### src/rtl/alu8_pkg.sv
package alu8_pkg;

    typedef enum logic [3:0] {
        OP_ADD  = 4'h0,
        OP_SUB  = 4'h1,
        OP_AND  = 4'h2,
        OP_OR   = 4'h3,
        OP_XOR  = 4'h4,
        OP_NOT  = 4'h5,
        OP_SHL  = 4'h6,
        OP_SHR  = 4'h7,
        OP_INC  = 4'h8,
        OP_DEC  = 4'h9,
        OP_CMP  = 4'hA,
        OP_NEG  = 4'hB,
        OP_PASS = 4'hC,
        OP_ZERO = 4'hD,
        OP_ONES = 4'hE,
        OP_IDLE = 4'hF
    } alu_op_e;

    typedef struct packed {
        logic n;
        logic z;
        logic c;
        logic v;
    } flag_t;

endpackage

### src/rtl/alu8_adder.sv
module alu8_adder #(
    parameter int W = 8
) (
    input  logic [W-1:0] x,
    input  logic [W-1:0] y,
    input  logic         ci,
    output logic [W-1:0] sum,
    output logic         co,
    output logic         ovf
);
    localparam int MSB = W - 1;

    logic [W:0] wide;

    always_comb begin
        wide = {1'b0, x} + {1'b0, y} + {{W{1'b0}}, ci};
        sum  = wide[MSB:0];
        co   = wide[W];
        ovf  = (x[MSB] == y[MSB]) && (wide[MSB] != x[MSB]);
    end
endmodule

### src/rtl/alu8_bitops.sv
module alu8_bitops
    import alu8_pkg::*;
#(
    parameter int W = 8
) (
    input  alu_op_e      op,
    input  logic [W-1:0] a,
    input  logic [W-1:0] b,
    output logic [W-1:0] r,
    output logic         c
);
    localparam int MSB = W - 1;

    always_comb begin
        r = '0;
        c = 1'b0;
        unique case (op)
            OP_AND:  r = a & b;
            OP_OR:   r = a | b;
            OP_XOR:  r = a ^ b;
            OP_NOT:  r = ~a;
            OP_SHL:  begin r = {a[MSB-1:0], 1'b0}; c = a[MSB]; end
            OP_SHR:  begin r = {1'b0, a[MSB:1]};   c = a[0];   end
            OP_PASS: r = a;
            OP_ONES: r = '1;
            default: r = '0;
        endcase
    end
endmodule

### src/rtl/alu8_flagreg.sv
module alu8_flagreg
    import alu8_pkg::*;
(
    input  logic  clk,
    input  logic  rst_n,
    input  logic  load,
    input  flag_t d,
    output flag_t q
);
    always_ff @(posedge clk or negedge rst_n) begin
        if (!rst_n)    q <= '0;
        else if (load) q <= d;
    end

    p_hold_r10: assert property (@(posedge clk) disable iff (!rst_n)
        !load |=> $stable(q));
endmodule

### src/rtl/alu8_core.sv
module alu8_core
    import alu8_pkg::*;
#(
    parameter int W = 8
) (
    input  logic         clk,
    input  logic         rst_n,
    input  logic [W-1:0] op_a,
    input  logic [W-1:0] op_b,
    input  logic [3:0]   opcode,
    input  logic         flag_en,
    output logic [W-1:0] result,
    output logic         wr_en,
    output logic [3:0]   flags
);
    localparam int MSB = W - 1;

    alu_op_e      op;
    logic [W-1:0] add_x, add_y, add_s, bit_r;
    logic         add_ci, add_co, add_v, bit_c, use_add, upd;
    flag_t        f_next, f_q;

    assign op = alu_op_e'(opcode);

    always_comb begin
        add_x   = op_a;
        add_y   = op_b;
        add_ci  = 1'b0;
        use_add = 1'b1;
        unique case (op)
            OP_ADD:         ;
            OP_SUB, OP_CMP: begin add_y = ~op_b; add_ci = 1'b1; end
            OP_INC:         begin add_y = '0;    add_ci = 1'b1; end
            OP_DEC:         add_y = '1;
            OP_NEG:         begin add_x = '0; add_y = ~op_a; add_ci = 1'b1; end
            default:        use_add = 1'b0;
        endcase
    end

    alu8_adder #(.W(W)) u_add (
        .x(add_x), .y(add_y), .ci(add_ci),
        .sum(add_s), .co(add_co), .ovf(add_v)
    );

    alu8_bitops #(.W(W)) u_bit (
        .op(op), .a(op_a), .b(op_b), .r(bit_r), .c(bit_c)
    );

    always_comb begin
        result   = use_add ? add_s : bit_r;
        f_next.n = result[MSB];
        f_next.z = (result == '0);
        f_next.c = use_add ? add_co : bit_c;
        f_next.v = use_add ? add_v : 1'b0;
        wr_en    = (op != OP_IDLE) && (op != OP_CMP);
        upd      = flag_en && (op != OP_IDLE);
    end

    alu8_flagreg u_flags (
        .clk(clk), .rst_n(rst_n), .load(upd), .d(f_next), .q(f_q)
    );

    assign flags = f_q;

    p_idle_keeps_r6: assert property (@(posedge clk) disable iff (!rst_n)
        (opcode == 4'hF) |=> $stable(flags));

    p_zero_flag_r7: assert property (@(posedge clk) disable iff (!rst_n)
        (flag_en && opcode != 4'hF) |=> (flags[2] == ($past(result) == '0)));

    p_no_ovf_logic_r9: assert property (@(posedge clk) disable iff (!rst_n)
        (flag_en && (opcode inside {4'h2, 4'h3, 4'h4, 4'h5, 4'h6, 4'h7, 4'hC, 4'hD, 4'hE}))
        |=> !flags[0]);

    p_shl_carry_r3: assert property (@(posedge clk) disable iff (!rst_n)
        (flag_en && opcode == 4'h6) |=> (flags[1] == $past(op_a[MSB])));
endmodule

### config.mk
export PLATFORM = sky130hd
export DESIGN_NAME = alu8_core
export DESIGN_NICKNAME = d
export VERILOG_FILES = /design/src/rtl/alu8_pkg.sv /design/src/rtl/alu8_adder.sv /design/src/rtl/alu8_bitops.sv /design/src/rtl/alu8_flagreg.sv /design/src/rtl/alu8_core.sv
export SDC_FILE = /design/constraint.sdc
export NUM_CORES = 1
export LEC_CHECK = 0
export ABC_AREA = 1
export BUFFER_PORTS_ARGS = -buffer_cell sky130_fd_sc_hd__buf_2
export CAP_MARGIN = 30
export CORE_ASPECT_RATIO = 0.7
export CORE_MARGIN = 2
export CORE_UTILIZATION = 45
export CTS_CLUSTER_DIAMETER = 30
export DETAILED_ROUTE_END_ITERATION = 6
export GPL_ROUTABILITY_DRIVEN = 0
export PLACE_DENSITY = 0.68
export SETUP_SLACK_MARGIN = 0.02
export SYNTH_ARGS = -nofsm -noshare
export SYNTH_HDL_FRONTEND = slang
export SYNTH_SLANG_ARGS = --single-unit
export TNS_END_PERCENT = 20
### constraint.sdc
create_clock -name clk -period 3.88 [get_ports clk]
set_clock_uncertainty 0.15 [all_clocks]
set_input_delay 0.194 -clock clk [delete_from_list [all_inputs] [get_ports clk]]
set_output_delay 0.194 -clock clk [all_outputs]
set_load 0.05 [all_outputs]
==> results of run 1 <==
==> what timing repair did <==
action | in CTS | in global routing
buffers inserted | 0 | 0
endpoints found under the hold margin | 4 | 0
hold buffers | 1 | 0
==> synth_stat cells <==
| master | instances |
|---|---|
| nand2_1 | 99 |
| dfrtp_1 | 4 |
| or2_2 | 1 |
| ha_1 | 23 |
| nor2_2 | 3 |
| nand3b_1 | 5 |
| a31oi_1 | 1 |
| o21ai_2 | 1 |
| o21ai_0 | 10 |
| buf_4 | 4 |
| a22oi_1 | 6 |
| inv_1 | 49 |
| o2bb2ai_1 | 1 |
| buf_2 | 1 |
| o22ai_1 | 2 |
| nand2_2 | 1 |
| nor2_4 | 1 |
| nor3_1 | 3 |
| fa_1 | 2 |
| nand4_1 | 2 |
| a21oi_2 | 1 |
| inv_2 | 3 |
| o211ai_1 | 1 |
| a21oi_1 | 11 |
| nand3_1 | 39 |
| o21a_1 | 2 |
| nor2_1 | 43 |
==> path summary, 6_finish.rpt <==
kind,slack (ns),from,end
min in group clk,0.32,u_flags.q[2]$_DFFE_PN0P_,u_flags.q[2]$_DFFE_PN0P_
hold reg to reg,0.32,u_flags.q[2]$_DFFE_PN0P_,u_flags.q[2]$_DFFE_PN0P_
setup reg to reg,3.08,u_flags.q[1]$_DFFE_PN0P_,u_flags.q[1]$_DFFE_PN0P_
hold / removal,0.19,rst_n,u_flags.q[3]$_DFFE_PN0P_
max in group asynchronous,3.26,rst_n,u_flags.q[0]$_DFFE_PN0P_
setup / recovery,0.47,opcode[1],result[6]
==> kinds of logic after synthesis <==
| family | Yosys count | synth area share (%) |
|---|---|---|
| adders and majority gates | 25 | 19.2 |
| and+or+nand+nor | 197 | 48.8 |
| AOI/OAI and AO/OA | 36 | 12.7 |
| DFF | 4 | 5.85 |
| buffers and inverters | 57 | 13.5 |
==> routing by layer <==
metal	wire length [um]	part of all wire (%)
met3	573	11
met2	2070	40
met4	32	0.62
met1	2490	48
met5	0	0
==> worst reg2reg max path: stages, from the launching register on <==
cell and delay [ns]:
dfrtp_1 0.37, nand2_1 0.06, o21ai_0 0.09
==> power groups by stage <==
stage               Combinational [uW]  Sequential, uW  Clock, uW
finish                             322            49.4       87.5
global route                       356            50.0       96.0
CTS                                320            49.3       90.2
detailed placement                 318            49.6          0
floorplan                          223            66.3          0
global placement                   319            49.8          0
==> final cells by class <==
class	count	area share, %
Inverter	52	9.89
Sequential cell	4	5.07
Multi-Input combinational cell	258	70.0
Clock buffer	3	2.09
Timing Repair Buffer	37	9.77
Tap cell	50	3.17
==> layout by cell type (no fill, tap or decap), types with 5 or more instances in the layout <==
cell and n:
ha_1 23, buf_2 35, o21ai_0 10, nand3b_1 5, nor2_1 43, inv_1 49, nand3_1 39, a22oi_1 6
a21oi_1 11, nand2_1 99
==> metrics by stage <==
step	util (%)	cell area [um2]	instances
floorplan	-	1710	319
global placement	53.7	1920	400
detailed placement	53.7	1920	400
CTS	55.1	1970	404
global route	55.1	1970	404
finish	55.1	1970	404
==> results.cfg, run 1 <==
[final_layout]
top_register = u_flags.q
reg.largest.list = u_flags.q (4)
num_antenna_cells = 0
nets = 404
seqCellArea_um2 = 100
fill_cells = 377
multiInputGateArea_um2 = 1380
largest_reg_flops = 4
drive_above_1_share_pct = 14.1
flow.area_growth_from_synthesis_pct = 15.3

[route]
drtIter0Drc = 220
firstDrtPassIters = 5
post_drt_wl_per_cell_um = 12.8
dr_total_vias = 2114
ant_nets = 0
routed_wl_mm = 5.16
post_drt_via_cell_ratio = 5.23
drcViolationCount = 0

[logic_synthesis]
synth_top_area_cell = nand2_1
yosysWarnings = 0
synth_area_leaders = nand2_1 (22%), ha_1 (17%), nand3_1 (11%)
synth_seq_cells = 4
synth_cell_types = 27
syn_avg_cell_area_um2 = 5.37
synth_cells = 319
yosysSeqAreaShare_pct = 5.85
syn_area_um2 = 1710
syn_nets = 367
yosysTopAreaCellShare_pct = 21.7

[global_route]
grt_usage_pct = 24.7
top_usage_layer = met1
grt_max_degree = 16
use_met2_pct = 34.6
grt_pass1_wl_mm = 8.60
grtUsageMet3_pct = 4.38
overflow = 0
first_global_vias = 1761
antenna_found_initial = 0
use_met1_pct = 39.7

[timing]
max_freq_ghz = 0.293
worstMarginPinSlew_ns = 0.821
setup_viol = 0
holdWs_ns = 0.193
slew_headroom_pct = 44.7
setup_slack_ns = 0.470
rsz0062_at_grt = false
fin_tns_setup_ns = 0
finalCritPeriodShare_pct = 87.9
maxSlewViolCount = 0
final_hold_viol_count = 0
period_minus_slack_ns = 3.41

[worst_setup_path]
reg2reg_depth = 2
cpPeakStageDelay_ns = 0.37
cp_slowest_cell = fa_1
cp-end-kind = primary output
worstSetupPathType = input pin to primary output
cp_cell_sequence = buf_2 -> nand2_1 -> inv_2 -> nand2_1 -> inv_1 -> a21oi_1 -> a22oi_1 -> fa_1 -> inv_1 -> fa_1 -> inv_1 -> nand2_1 -> nand2_1 -> nand3b_1 -> nand3_1 -> nand3_1 -> nand2_1 -> buf_2
worstSetupStartpointType = input pin
crit_family = buffers and inverters
cp.arrival_ns = 3.07
cp_data_required_time_ns = 3.54
cp_common_cell = nand2_1
crit_buf_inv = 6
cp.depth = 18
cp_max_fo = 15

[clock_network]
cts_resized = 0
cts-root-buf = clkbuf_8
cts_buffers = 3
clock_sinks = 4
path_clk_slew_ns = 0.03
cts_tree = built
clockBufferDepth = 2
htreeDepth = 1
clk_latency_ns = 0.21

[power_and_ir_drop]
irDropWorstVdd_mv = 0.164
leakage_uw = 0.00118
pwr-share-comb_pct = 70.2
power_uw = 459
p_int_uw = 205
p_clk_share_pct = 19.0
power_density_nw_per_um2 = 233
sequentialPowerShare_pct = 10.8
switchingPower_uw = 254
sw_frac_of_total_pct = 55.3

[flow_run]
cap_viol_max_count = 0

[die]
coreArea_um2 = 3580
ios = 36
start_util_pct = 47.8
die_h_um = 55.6
dieArea_um2 = 4320
rows = 18
die_w_um = 77.7

[status]
outcome = finished clean

[placed_design]
place_ws_ns = 0.499
io_buffers = 35
hpwlAfterDp_mm = 4.18

[hold_path]
hp-class = input pin to async pin
Note: power is estimated with default switching activity, not from simulation.
==> run 2, diff against run 1 <==
--- a/config.mk
+++ b/config.mk
@@ -8,13 +8,15 @@
 export ABC_AREA = 1
 export BUFFER_PORTS_ARGS = -buffer_cell sky130_fd_sc_hd__buf_2
 export CAP_MARGIN = 30
+export CELL_PAD_IN_SITES_DETAIL_PLACEMENT = 1
+export CELL_PAD_IN_SITES_GLOBAL_PLACEMENT = 1
 export CORE_ASPECT_RATIO = 0.7
 export CORE_MARGIN = 2
-export CORE_UTILIZATION = 45
+export CORE_UTILIZATION = 40
 export CTS_CLUSTER_DIAMETER = 30
 export DETAILED_ROUTE_END_ITERATION = 6
 export GPL_ROUTABILITY_DRIVEN = 0
-export PLACE_DENSITY = 0.68
+export PLACE_DENSITY_LB_ADDON = 0.1
 export SETUP_SLACK_MARGIN = 0.02
 export SYNTH_ARGS = -nofsm -noshare
 export SYNTH_HDL_FRONTEND = slang
==> run 2 against run 1 <==
  * Maximum frequency decreased by 1.9%
  * Sequential share of layout area about the same
  * Register-to-register slack got worse by 0.04 ns
  * Critical path depth increased by 1
  * Sequential power about the same
  * Critical path type unchanged
  * Critical endpoint unchanged
  * Highest routed layer unchanged
==> results.cfg, run 2 (synthesis gave the netlist of run 1 again) <==
[worst_setup_path]
cp_data_required_time_ns = 3.54
cp_slowest_cell = fa_1
worstReg2RegEnd = u_flags.q[3]$_DFFE_PN0P_
worstSetupStartpointType = input pin
critPathCapture = result[6]
cp_cell_sequence = buf_2 -> nand2_1 -> inv_2 -> nand2_1 -> clkinvlp_4 -> a21oi_1 -> a22oi_1 -> fa_1 -> inv_1 -> fa_1 -> inv_1 -> nand2_1 -> nand2_1 -> nand3b_1 -> nand2_1 -> nand2_1 -> nand3_1 -> nand2_1 -> buf_2
cpPeakStageDelay_ns = 0.44
r2r_setup_slack_ns = 3.04
cp.depth = 19
cp_common_cell = nand2_1
cp.arrival_ns = 3.13
crit_buf_inv = 6
reg2reg_depth = 2
cp_max_fo = 15
cp-startpoint = opcode[1]
cp-end-kind = primary output
crit_family = buffers and inverters
worstSetupPathType = input pin to primary output
timing.rr.start = u_flags.q[3]$_DFFE_PN0P_

[final_layout]
seqCellArea_um2 = 100
nets = 404
fill_cells = 605
reg.largest.list = u_flags.q (4)
post-route-util_pct = 49.3
num_antenna_cells = 0
final_common_cell = nand2_1
drive_above_1_share_pct = 14.4
most-common-layout-cells = nand2_1 (99), inv_1 (48), nor2_1 (43)
flow.area_growth_from_synthesis_pct = 15.6
multiInputGateArea_um2 = 1380
top_register = u_flags.q
largest_reg_flops = 4

[die]
coreArea_um2 = 4020
die_w_um = 82.2
ios = 36
start_util_pct = 42.6
rows = 19
die_h_um = 58.7
dieArea_um2 = 4830

[clock_network]
post_cts_buffers = 0
htreeDepth = 1
clock_sinks = 4
cts_buffers = 3
clk_latency_ns = 0.22
cts-root-buf = clkbuf_8
cts_tree = built
clockBufferDepth = 2
path_clk_slew_ns = 0.03

[route]
routed_wl_mm = 6.41
drcViolationCount = 0
dr_total_vias = 2174
ant_nets = 0
firstDrtPassIters = 4
post_drt_wl_per_cell_um = 15.8
drtIter0Drc = 96
post_drt_via_cell_ratio = 5.35

[status]
outcome = finished clean

[timing]
finalCritPeriodShare_pct = 89.6
holdWs_ns = 0.159
rsz0062_at_grt = false
maxSlewViolCount = 0
max_freq_ghz = 0.288
final_hold_viol_count = 0
slew_headroom_pct = 45.2
period_minus_slack_ns = 3.48
setup_viol = 0
fin_tns_setup_ns = 0
worstMarginPinSlew_ns = 0.814

[flow_run]
cap_viol_max_count = 0

[global_route]
first_global_vias = 2204
grt_max_degree = 16
antenna_found_initial = 0
overflow = 0
grt_pass1_wl_mm = 10.5
grt_usage_pct = 28.6

[power_and_ir_drop]
power_density_nw_per_um2 = 240
irDropWorstVdd_mv = 0.223
leakage_uw = 0.00117

[placed_design]
io_buffers = 35
hpwlAfterDp_mm = 5.28

[hold_path]
hp-class = input pin to async pin
==> run 2: cell count changes in the layout (fill, tap and decap cells not counted), sizes merged <==
cell,change
clkinvlp,+1
inv,-1
==> run 2: what timing repair did <==
action | CTS | global route
endpoints found under the hold margin | 4 | 0
setup endpoints to repair | 0 | 1
hold buffers | 1 | 0
gates resized for setup | 0 | 1
==> run 2: metrics by stage <==
step                instance area [um2]  worst slack [ns]  cells  power [uW]
floorplan                          1710             0.817    319         289
global placement                   1920             0.589    402         368
detailed placement                 1920             0.342    402         378
CTS                                1980             0.335    406         472
global route                       1980             0.125    406         513
finish                             1980             0.404    406         475
==> run 2: worst min path at each step <==
stage / startpoint / to / slack [ns] / depth (start not counted)
2_1_floorplan: rst_n / u_flags.q[0]$_DFFE_PN0P_ / -0.25 / 0
3_3_place_gp: rst_n / u_flags.q[3]$_DFFE_PN0P_ / -0.15 / 1
3_5_place_dp: rst_n / u_flags.q[1]$_DFFE_PN0P_ / -0.15 / 1
4_1_cts: rst_n / u_flags.q[3]$_DFFE_PN0P_ / 0.16 / 2
5_1_grt: rst_n / u_flags.q[3]$_DFFE_PN0P_ / 0.19 / 2
6_report: rst_n / u_flags.q[3]$_DFFE_PN0P_ / 0.16 / 2
==> run 2: cell type report <==
| cell class | instances | area share, % |
|---|---|---|
| repair buffers | 37 | 9.73 |
| inverters | 52 | 10.1 |
| clock buffers | 3 | 2.09 |
| flip-flops and latches | 4 | 5.06 |
| well taps | 52 | 3.29 |
| multi-input cells | 258 | 69.8 |
==> run 2: worst register-to-register path, stage by stage, from the launching register on <==
cell and delay, ns:
dfrtp_1 0.36, nor2_1 0.13, a31oi_1 0.06
==> run 2: where the power goes <==
| group | switching [uW] | internal [uW] |
|---|---|---|
| Sequential | 2.69 | 46.7 |
| Combinational | 240 | 94.0 |
| Clock | 25.9 | 66.5 |
==> run 2: per-layer routing <==
layer	vias to the layer above	global-route usage [%]	share of wire [%]
met5	-	0	0
met4	0	7.14	1.2
met3	7	2.45	5.8
met2	62	49.1	46
met1	1012	38.7	47
li1	1093	-	-
